$ cat src/rtl/bist_pkg.sv
package bist_pkg;
   localparam int CUT_IN  = 3;
   localparam int CUT_OUT = 3;

   typedef enum logic [1:0] {
      FLT_NONE = 2'd0,
      FLT_SA1  = 2'd1,
      FLT_SA0  = 2'd2,
      FLT_RSV  = 2'd3
   } fault_e;

   typedef enum logic {
      SEQ_IDLE = 1'b0,
      SEQ_RUN  = 1'b1
   } seq_e;
endpackage

$ cat src/rtl/bist_pattern_lfsr.sv
module bist_pattern_lfsr #(
   parameter int           W    = 3,
   parameter logic [W-1:0] SEED = 3'b101,
   parameter logic [W-1:0] TAPS = 3'b110
) (
   input  logic         clk,
   input  logic         rst,
   input  logic         load,
   input  logic         step,
   output logic [W-1:0] q
);
   if (W < 2) begin : g_bad_w
      $error("pattern register needs at least two stages");
   end
   if (SEED == '0) begin : g_bad_seed
      $error("pattern seed must be nonzero");
   end

   logic          fb;
   logic [W-1:0]  nxt;

   assign fb  = ^(q & TAPS);
   assign nxt = {q[W-2:0], fb};

   always_ff @(posedge clk) begin
      if (rst || load) q <= SEED;
      else if (step)   q <= nxt;
   end

   p_nonzero_r3: assert property (@(posedge clk) disable iff (rst) q != '0)
      else $error("pattern register reached zero");
   p_load_seed_r2: assert property (@(posedge clk) disable iff (rst) load |=> q == SEED)
      else $error("pattern register not seeded");
endmodule

$ cat src/rtl/bist_nand_cut.sv
module bist_nand_cut
   import bist_pkg::*;
(
   input  logic [CUT_IN-1:0]  pat,
   input  fault_e             fault,
   output logic [CUT_OUT-1:0] y
);
   logic a, b, c;
   logic n1, n2, n3;
   logic g2_in;

   assign a = pat[2];
   assign b = pat[1];
   assign c = pat[0];

   assign n1 = ~(a & b);

   always_comb begin
      unique case (fault)
         FLT_SA1: g2_in = 1'b1;
         FLT_SA0: g2_in = 1'b0;
         default: g2_in = n1;
      endcase
   end

   assign n2 = ~(g2_in & c);
   assign n3 = ~(n1 & n2);
   assign y  = {n3, n2, n1};
endmodule

$ cat src/rtl/bist_sig_reg.sv
module bist_sig_reg #(
   parameter int           W    = 3,
   parameter int           M    = 3,
   parameter logic [W-1:0] SEED = 3'b101,
   parameter logic [W-1:0] TAPS = 3'b100
) (
   input  logic         clk,
   input  logic         rst,
   input  logic         load,
   input  logic         step,
   input  logic [M-1:0] d,
   output logic [W-1:0] q
);
   if (M > W) begin : g_bad_m
      $error("more inputs than signature stages");
   end
   if (W < 2) begin : g_bad_w
      $error("signature register needs at least two stages");
   end

   logic [W-1:0] nxt;
   logic [W-1:0] din;
   logic         msb;

   assign msb = q[W-1];

   for (genvar i = 0; i < W; i++) begin : g_stage
      if (i < M) begin : g_in
         assign din[i] = d[i];
      end else begin : g_noin
         assign din[i] = 1'b0;
      end
      if (i == 0) begin : g_first
         assign nxt[i] = msb ^ din[i];
      end else if (TAPS[i]) begin : g_tap
         assign nxt[i] = q[i-1] ^ msb ^ din[i];
      end else begin : g_plain
         assign nxt[i] = q[i-1] ^ din[i];
      end
   end

   always_ff @(posedge clk) begin
      if (rst || load) q <= SEED;
      else if (step)   q <= nxt;
   end

   p_seed_r2: assert property (@(posedge clk) disable iff (rst) load |=> q == SEED)
      else $error("signature not seeded");
   p_idle_hold_r8: assert property (@(posedge clk) disable iff (rst) (!load && !step) |=> $stable(q))
      else $error("signature moved while idle");
endmodule

$ cat src/rtl/bist_seq.sv
module bist_seq
   import bist_pkg::*;
#(
   parameter int N_PAT = 7
) (
   input  logic clk,
   input  logic rst,
   input  logic start,
   output logic load,
   output logic busy,
   output logic last,
   output logic done
);
   localparam int CW = (N_PAT > 1) ? $clog2(N_PAT) : 1;
   localparam logic [CW-1:0] LAST_CNT = CW'(N_PAT - 1);

   if (N_PAT < 2) begin : g_bad_n
      $error("at least two patterns are required");
   end

   seq_e          st;
   logic [CW-1:0] cnt;

   assign busy = (st == SEQ_RUN);
   assign load = start && (st == SEQ_IDLE);
   assign last = busy && (cnt == LAST_CNT);

   always_ff @(posedge clk) begin
      if (rst) begin
         st   <= SEQ_IDLE;
         cnt  <= '0;
         done <= 1'b0;
      end else begin
         done <= 1'b0;
         if (load) begin
            st  <= SEQ_RUN;
            cnt <= '0;
         end else if (busy) begin
            if (last) begin
               st   <= SEQ_IDLE;
               done <= 1'b1;
            end else begin
               cnt <= cnt + 1'b1;
            end
         end
      end
   end

   p_start_r2: assert property (@(posedge clk) disable iff (rst) (start && !busy) |=> busy)
      else $error("start not accepted");
   p_done_pulse_r7: assert property (@(posedge clk) disable iff (rst) done |=> !done)
      else $error("done longer than one cycle");
   p_done_end_r6: assert property (@(posedge clk) disable iff (rst) done |-> (!busy && $past(busy)))
      else $error("done not at end of run");
   p_ignore_start_r10: assert property (@(posedge clk) disable iff (rst) (busy && !last) |=> busy)
      else $error("run cut short");
endmodule

$ cat src/rtl/bist_misr_top.sv
module bist_misr_top
   import bist_pkg::*;
#(
   parameter int               SIG_W    = 3,
   parameter logic [CUT_IN-1:0] PAT_SEED = 3'b101,
   parameter logic [CUT_IN-1:0] PAT_TAPS = 3'b110,
   parameter logic [SIG_W-1:0] SIG_SEED = 3'b101,
   parameter logic [SIG_W-1:0] SIG_TAPS = 3'b100,
   parameter logic [SIG_W-1:0] GOLDEN   = 3'b111
) (
   input  logic             clk,
   input  logic             rst,
   input  logic             start,
   input  logic [1:0]       fault_sel,
   output logic             busy,
   output logic             done,
   output logic             pass,
   output logic             fail,
   output logic [SIG_W-1:0] signature
);
   localparam int N_PAT = (1 << CUT_IN) - 1;

   if (SIG_W < CUT_OUT) begin : g_bad_sig
      $error("signature narrower than network outputs");
   end

   logic               load, last;
   logic [CUT_IN-1:0]  pat;
   logic [CUT_OUT-1:0] resp;
   logic               vld;
   logic               match;
   fault_e             fault;

   assign fault = fault_e'(fault_sel);

   bist_seq #(.N_PAT(N_PAT)) u_seq (
      .clk(clk), .rst(rst), .start(start),
      .load(load), .busy(busy), .last(last), .done(done)
   );

   bist_pattern_lfsr #(.W(CUT_IN), .SEED(PAT_SEED), .TAPS(PAT_TAPS)) u_pat (
      .clk(clk), .rst(rst), .load(load), .step(busy), .q(pat)
   );

   bist_nand_cut u_cut (.pat(pat), .fault(fault), .y(resp));

   bist_sig_reg #(.W(SIG_W), .M(CUT_OUT), .SEED(SIG_SEED), .TAPS(SIG_TAPS)) u_sig (
      .clk(clk), .rst(rst), .load(load), .step(busy), .d(resp), .q(signature)
   );

   always_ff @(posedge clk) begin
      if (rst || load) vld <= 1'b0;
      else if (last)   vld <= 1'b1;
   end

   assign match = (signature == GOLDEN);
   assign pass  = vld && match;
   assign fail  = vld && !match;

   p_excl_r8: assert property (@(posedge clk) disable iff (rst) !(pass && fail))
      else $error("pass and fail together");
   p_verdict_at_done_r8: assert property (@(posedge clk) disable iff (rst) done |-> (pass || fail))
      else $error("no verdict at done");
   p_hold_r8: assert property (@(posedge clk) disable iff (rst)
                               (!busy && !start) |=> ($stable(pass) && $stable(fail)))
      else $error("verdict changed while idle");
   p_clear_r2: assert property (@(posedge clk) disable iff (rst) (start && !busy) |=> (!pass && !fail))
      else $error("verdict not cleared at start");
endmodule

$ cat config.mk
export PLATFORM = sky130hd
export DESIGN_NAME = bist_misr_top
export DESIGN_NICKNAME = d
export VERILOG_FILES = /design/src/rtl/bist_pkg.sv /design/src/rtl/bist_pattern_lfsr.sv /design/src/rtl/bist_nand_cut.sv /design/src/rtl/bist_sig_reg.sv /design/src/rtl/bist_seq.sv /design/src/rtl/bist_misr_top.sv
export SDC_FILE = /design/constraint.sdc
export NUM_CORES = 1
export LEC_CHECK = 0
export ABC_AREA = 1
export CORE_MARGIN = 5
export CORE_UTILIZATION = 43
export CTS_BUF_LIST = sky130_fd_sc_hd__clkbuf_16
export CTS_CLUSTER_DIAMETER = 150
export DETAILED_ROUTE_END_ITERATION = 8
export PLACE_DENSITY_LB_ADDON = 0.25
export REMOVE_ABC_BUFFERS = 1
export SLEW_MARGIN = 30
export SYNTH_ARGS = -nofsm -noshare
export SYNTH_HDL_FRONTEND = slang
export SYNTH_SLANG_ARGS = --single-unit
$ cat constraint.sdc
create_clock -name clk -period 1.1 [get_ports clk]
set_clock_uncertainty 0.05 [all_clocks]
set_input_delay 0.165 -clock clk [delete_from_list [all_inputs] [get_ports clk]]
set_output_delay 0.165 -clock clk [all_outputs]
set_load 0.01 [all_outputs]
---- Word-level counts from Yosys, hierarchy flattened ----
Cells that the tools add are included.
word-level totals
  register bits ........................... 12
  output and inout port bits .............. 7
  word-level logic and storage cells ...... 38
operators by class
  add/sub/neg operators ................... 1
  equality and inequality tests ........... 4
  mux-type cells .......................... 5
  bitwise gates (word level) .............. 12
  reduce and logical (&&, ||, !) cells .... 10
operator list
  cell                   number
  $eq A3 B3 Y1 const B   2
  $not A1 Y1             5
  $logic_and A1 B1 Y1    4
  $mux W1                4
  $xor A1 B1 Y1          4
  $add A3 B1 Y3 const B  1
  $and A1 B1 Y1          3
  $reduce_or A3 Y1       1
  $reduce_xor A3 Y1      1
  $eq A2 B1 Y1 const B   1
  $eq A2 B2 Y1 const B   1
  $pmux W1 S2            1
  $reduce_and A2 Y1      1
  $reduce_or A2 Y1       1
  $logic_not A1 Y1       1
  $logic_or A1 B1 Y1     1

---- Logic depth before layout (Yosys ltp) ----
Gate-level depths: netlist of run 1.
  depth after elaboration ................. 8
  gate-level depth with buffers ........... 9
  depth with buffers taken out ............ 9

---- Cells and area by module ----
Synthesis of run 1 repeated with hierarchy kept, for this count alone.
second synthesis, totals
  cell total of the unflattened synthesis .. 103
  area, all modules ....................... 691.9 um^2
modules (own cells, without submodules)
  module             times used  cells each  area an instance (um^2)  seq. area each (um^2)
  bist_seq           1           34          259.0                    100.1
  bist_sig_reg       1           24          163.9                    60.1
  bist_pattern_lfsr  1           23          142.6                    60.1
  bist_nand_cut      1           13          72.6                     0.0
  bist_misr_top      1           9           53.8                     20.0

---- Worst setup path before layout of run 1 ----
Ideal clock, no wire load.
  path kind ............................... register to register
  start point ............................. register u_seq.cnt[0]
  end point ............................... register u_seq.cnt[2]
  setup time .............................. 113 ps
  arrival time ............................ 982 ps
  slack ................................... -45 ps
  stages on the path, launching flop included .. 9
  path buffers ............................ 0
  clock period less this slack ............ 1,145 ps
  path through ............................ dfxtp_1 > inv_1 > ha_1 > nand2_1 > nand2_2 > inv_2 > nand3_1 > nand2_1 > a21oi_2
on the way
  word-level cells in the longest chain between the ends .. 4
  elaborated cells between the ends (all ways) .. 5
  classes of those cells .................. 1 x add/sub; 1 x eq/ne; 1 x bitwise; 2 x reduce/logical
RTL lines
  element                      RTL line        RTL
  start, declared              bist_seq.sv:22  logic [CW-1:0] cnt;
  start signal, assigned       bist_seq.sv:43  cnt <= cnt + 1'b1;
  $eq A3 B3 Y1                 bist_seq.sv:26  assign last = busy && (cnt == LAST_CNT);
  $logic_and A1 B1 Y1          bist_seq.sv:26
  $not A1 Y1 (no line)         --
  $reduce_and A2 Y1 (no line)  --
Several ways; a longest one is shown, not always the timed one.
A chain may end at the register's enable or synchronous reset.

---- Worst setup path after layout of run 1 ----
  start point ............................. register u_sig.q[0]
  end point ............................... output port fail
on the way
  word-level cells in the longest chain between the ends .. 3
RTL lines
  element                 RTL line             RTL
  start, declared         bist_sig_reg.sv:12   output logic [W-1:0] q
  start signal, assigned  bist_sig_reg.sv:44   else if (step) q <= nxt;
  $eq A3 B3 Y1            bist_misr_top.sv:56  assign match = (signature == GOLDEN);
  $logic_not A1 Y1        bist_misr_top.sv:58  assign fail = vld && !match;
  $logic_and A1 B1 Y1     bist_misr_top.sv:58
  end, declared           bist_misr_top.sv:18  output logic fail,
No other way between the ends.

==> metrics.md, run 1 <==
| Metric | Value |
|---|---|
| Clk sinks | 12 |
| Tot Pwr | 1.41 mW |
| CTS Root Cell | clkbuf_16 |
| Normalized max-slew margin | 0.878 |
| Later-pin clock latency in the skew report | 0.24 ns |
| Die X | 48.3 um |
| Worst path top cell family by delay | flip-flops |
| First-pass GRT wire length | 2160 um |
| Outcome | complete, but fails checks |
| Rows | 13 |
| Post-synthesis sequential area ratio | 0.382 |
| Yosys warning count | 0 |
| CTS tree | done |
| Drt first pass iters | 2 |
| Dpl hpwl | 926 um |
| CP max stage delay | 0.33 ns |
| Routed len/inst | 11.2 um |
| GRT overflow | 0 |
| Hold slack final | 0.431 ns |
| Hold Crit Class | reg2reg |
| Worst-path fanout max | 2 |
| Port Buffers | 11 |
| CTS Buf Count | 3 |
| Final worst slack | -0.00867 ns |
| Core Footprint | 1350 um2 |
| Post-Syn Area | 629 um2 |
| Fmax achieved | 0.902 GHz |
| H-tree depth | 1 |
| Critical path required time | 0.88 ns |
| Bufs and invs on worst path | 2 |
| Crit path cell chain | nand3_2 > nand2_1 > inv_1 > buf_2 |
| DP Area | 852 um2 |
| DR iter-0 viols | 4 |
| RSZ-0062 raised after global routing | true |
| Post-placement setup slack | -0.418 ns |
| Max Buffers Root-to-Sink | 2 |
| Layout cells sized above 1 | 0.496 |
| Final worst path period share | 1.01 |
| Die area | 2330 um2 |
| Violated checks | negative setup slack |
| DR vias/cell | 4.78 |
| Slowest CP cell | dfxtp_2 |
| CP endpoint kind | primary output |
| Pleak | 0.480 nW |
| All-layer global routing usage | 0.143 |
| Finished Cell Area | 1010 um2 |
| Mapped Avg Cell Area | 7.58 um2 |
| Crit Path Category | reg2out |
| Final Setup Violations | 1 |
| Pwr/cell area | 1400 nW/um2 |
| DR vias | 621 |
| Syn Inst Count | 83 |
| WP data arrival | 0.89 ns |
| Initial core utilization | 0.466 |
| Largest net degree at the start of global routing | 8 |
| I/O Pins | 12 |
| DIE HEIGHT | 48.3 um |
| Maximum vdd drop | 0.00104 V |
| Initial antenna violation count | 0 |
| Vias in the first global route | 567 |
| Library cells used by synthesis | 18 |
| Post-layout util | 0.748 |
| Final wirelength | 1460 um |
| Final hold violations | 0 |
| Minimum clock period | 1.11 ns |
| Slew @ Worst Pin | 0.183 ns |
| Syn-to-layout area delta | 60.4% |
| Maxcap violations | 0 |
| ANT cells | 0 |
| Antenna viol nets, final | 0 |
| Gp weighted congestion | 0.799 |
| DRC Markers | 0 |
| Nets | 125 |
| CTS clock-pin slew for the worst setup and hold paths | 0.04 ns |
| Fin. max-slew vios | 0 |
| Yosys reg bits | 12 |
| Startpoint types | flip-flop |
| Hold_buf cts | 0 |
==> kinds of logic after synthesis <==
logic type               Yosys count  synth area share
adder cells (fa/ha/maj)            4            0.0795
AND/OR/NAND/NOR                   35             0.256
flip-flops                        12             0.382
AO/OA/AOI/OAI                     14             0.151
buffers and inverters             18             0.131
==> worst min-delay path, delay by kind of cell, from the launching register on <==
kind | cells | cell delay [ns]
flip-flops | 1 | 0.33
AND/OR/NAND/NOR | 2 | 0.12
==> power by group <==
group          total, mW  switching, mW  internal [mW]
Sequential         0.475         0.0148          0.460
Combinational      0.270          0.137          0.133
Clock              0.669          0.190          0.479
Total               1.41          0.342           1.07
==> layout make-up <==
type	count	area, um2
multi-input combinational	53	367
fill	100	340
sequential	12	246
timing repair buffer	29	223
inverter	17	76.3
clock buffer	3	75.1
tap	15	18.8
clock inverter	1	3.75
==> cells in the mapped netlist <==
cell       n  share of area
a21oi_1    5          0.040
a21oi_2    4          0.056
buf_6      1          0.018
clkinv_4   1          0.014
dfxtp_1   12           0.38
ha_1       4          0.080
inv_1     14          0.083
inv_2      1         0.0060
inv_4      1         0.0099
nand2_1   19           0.11
nand2_2    1         0.0099
nand2_4    2          0.036
nand3_1    8          0.064
nand4_1    1         0.0099
nor2_1     4          0.024
o211ai_1   1          0.012
o21ai_0    2          0.016
o21ai_2    2          0.028
==> state kept, by name, summed over array words and instances, names as in the netlist <==
signal	flops
u_seq.busy	1
u_pat.q	3
vld	1
u_seq.cnt	3
u_seq.done	1
u_sig.q	3
==> final timing paths <==
path | from | end | slack, ns | cells after the start
worst min register to register | u_pat.q[2]$_SDFFE_PP1P_ | u_pat.q[2]$_SDFFE_PP1P_ | 0.43 | 2
worst max-delay path | u_sig.q[0]$_SDFFE_PP1P_ | fail | -0.009 | 4
worst max register to register | u_seq.cnt[0]$_SDFFE_PP0P_ | u_seq.cnt[2]$_SDFFE_PP0P_ | 0.01 | 8
worst min-delay path | u_pat.q[2]$_SDFFE_PP1P_ | u_pat.q[2]$_SDFFE_PP1P_ | 0.43 | 2
==> through the flow <==
step | instances | setup TNS [ns]
floorplan | 82 | -0.0652
global placement | 122 | -1.74
detailed placement | 122 | -1.85
CTS | 127 | 0
global route | 130 | -0.177
finish | 130 | -0.00867
==> timing repair <==
item,CTS,global route
setup endpoints to repair,12,9
pin swaps,5,6
cloned,0,0
resized for setup,39,11
setup buffers,1,3
==> placed cells by master, fill, tap and decap left out, types with 2 or more instances in the layout <==
cell,count
nor2_1,4
nand2_2,4
dlygate4sd2_1,4
a21oi_1,3
dfxtp_2,5
buf_6,2
dfxtp_1,7
inv_1,11
nand3_2,2
clkbuf_16,3
o21ai_2,2
inv_2,3
nand2_1,15
nand2_4,3
nand3_1,6
ha_4,2
clkdlybuf4s50_1,2
buf_2,5
a21oi_2,6
buf_4,16
==> per-layer routing <==
layer | track usage | up-vias | part of all wire
li1 | - | 326 | -
met4 | 0.113 | 0 | 0.0069
met1 | 0.126 | 286 | 0.41
met5 | 0 | - | 0
met2 | 0.268 | 7 | 0.54
met3 | 0.0332 | 2 | 0.038
No activity file was read; power rests on OpenSTA's default activity.
==> run 2, diff against run 1 <==
--- a/config.mk
+++ b/config.mk
@@ -9,7 +9,7 @@
 export CORE_MARGIN = 5
 export CORE_UTILIZATION = 43
 export CTS_BUF_LIST = sky130_fd_sc_hd__clkbuf_16
-export CTS_CLUSTER_DIAMETER = 150
+export CTS_CLUSTER_DIAMETER = 120
 export DETAILED_ROUTE_END_ITERATION = 8
 export PLACE_DENSITY_LB_ADDON = 0.25
 export REMOVE_ABC_BUFFERS = 1
==> results of run 2 <==
Same layout as run 1: the final DEF is identical, and so are final timing and power.
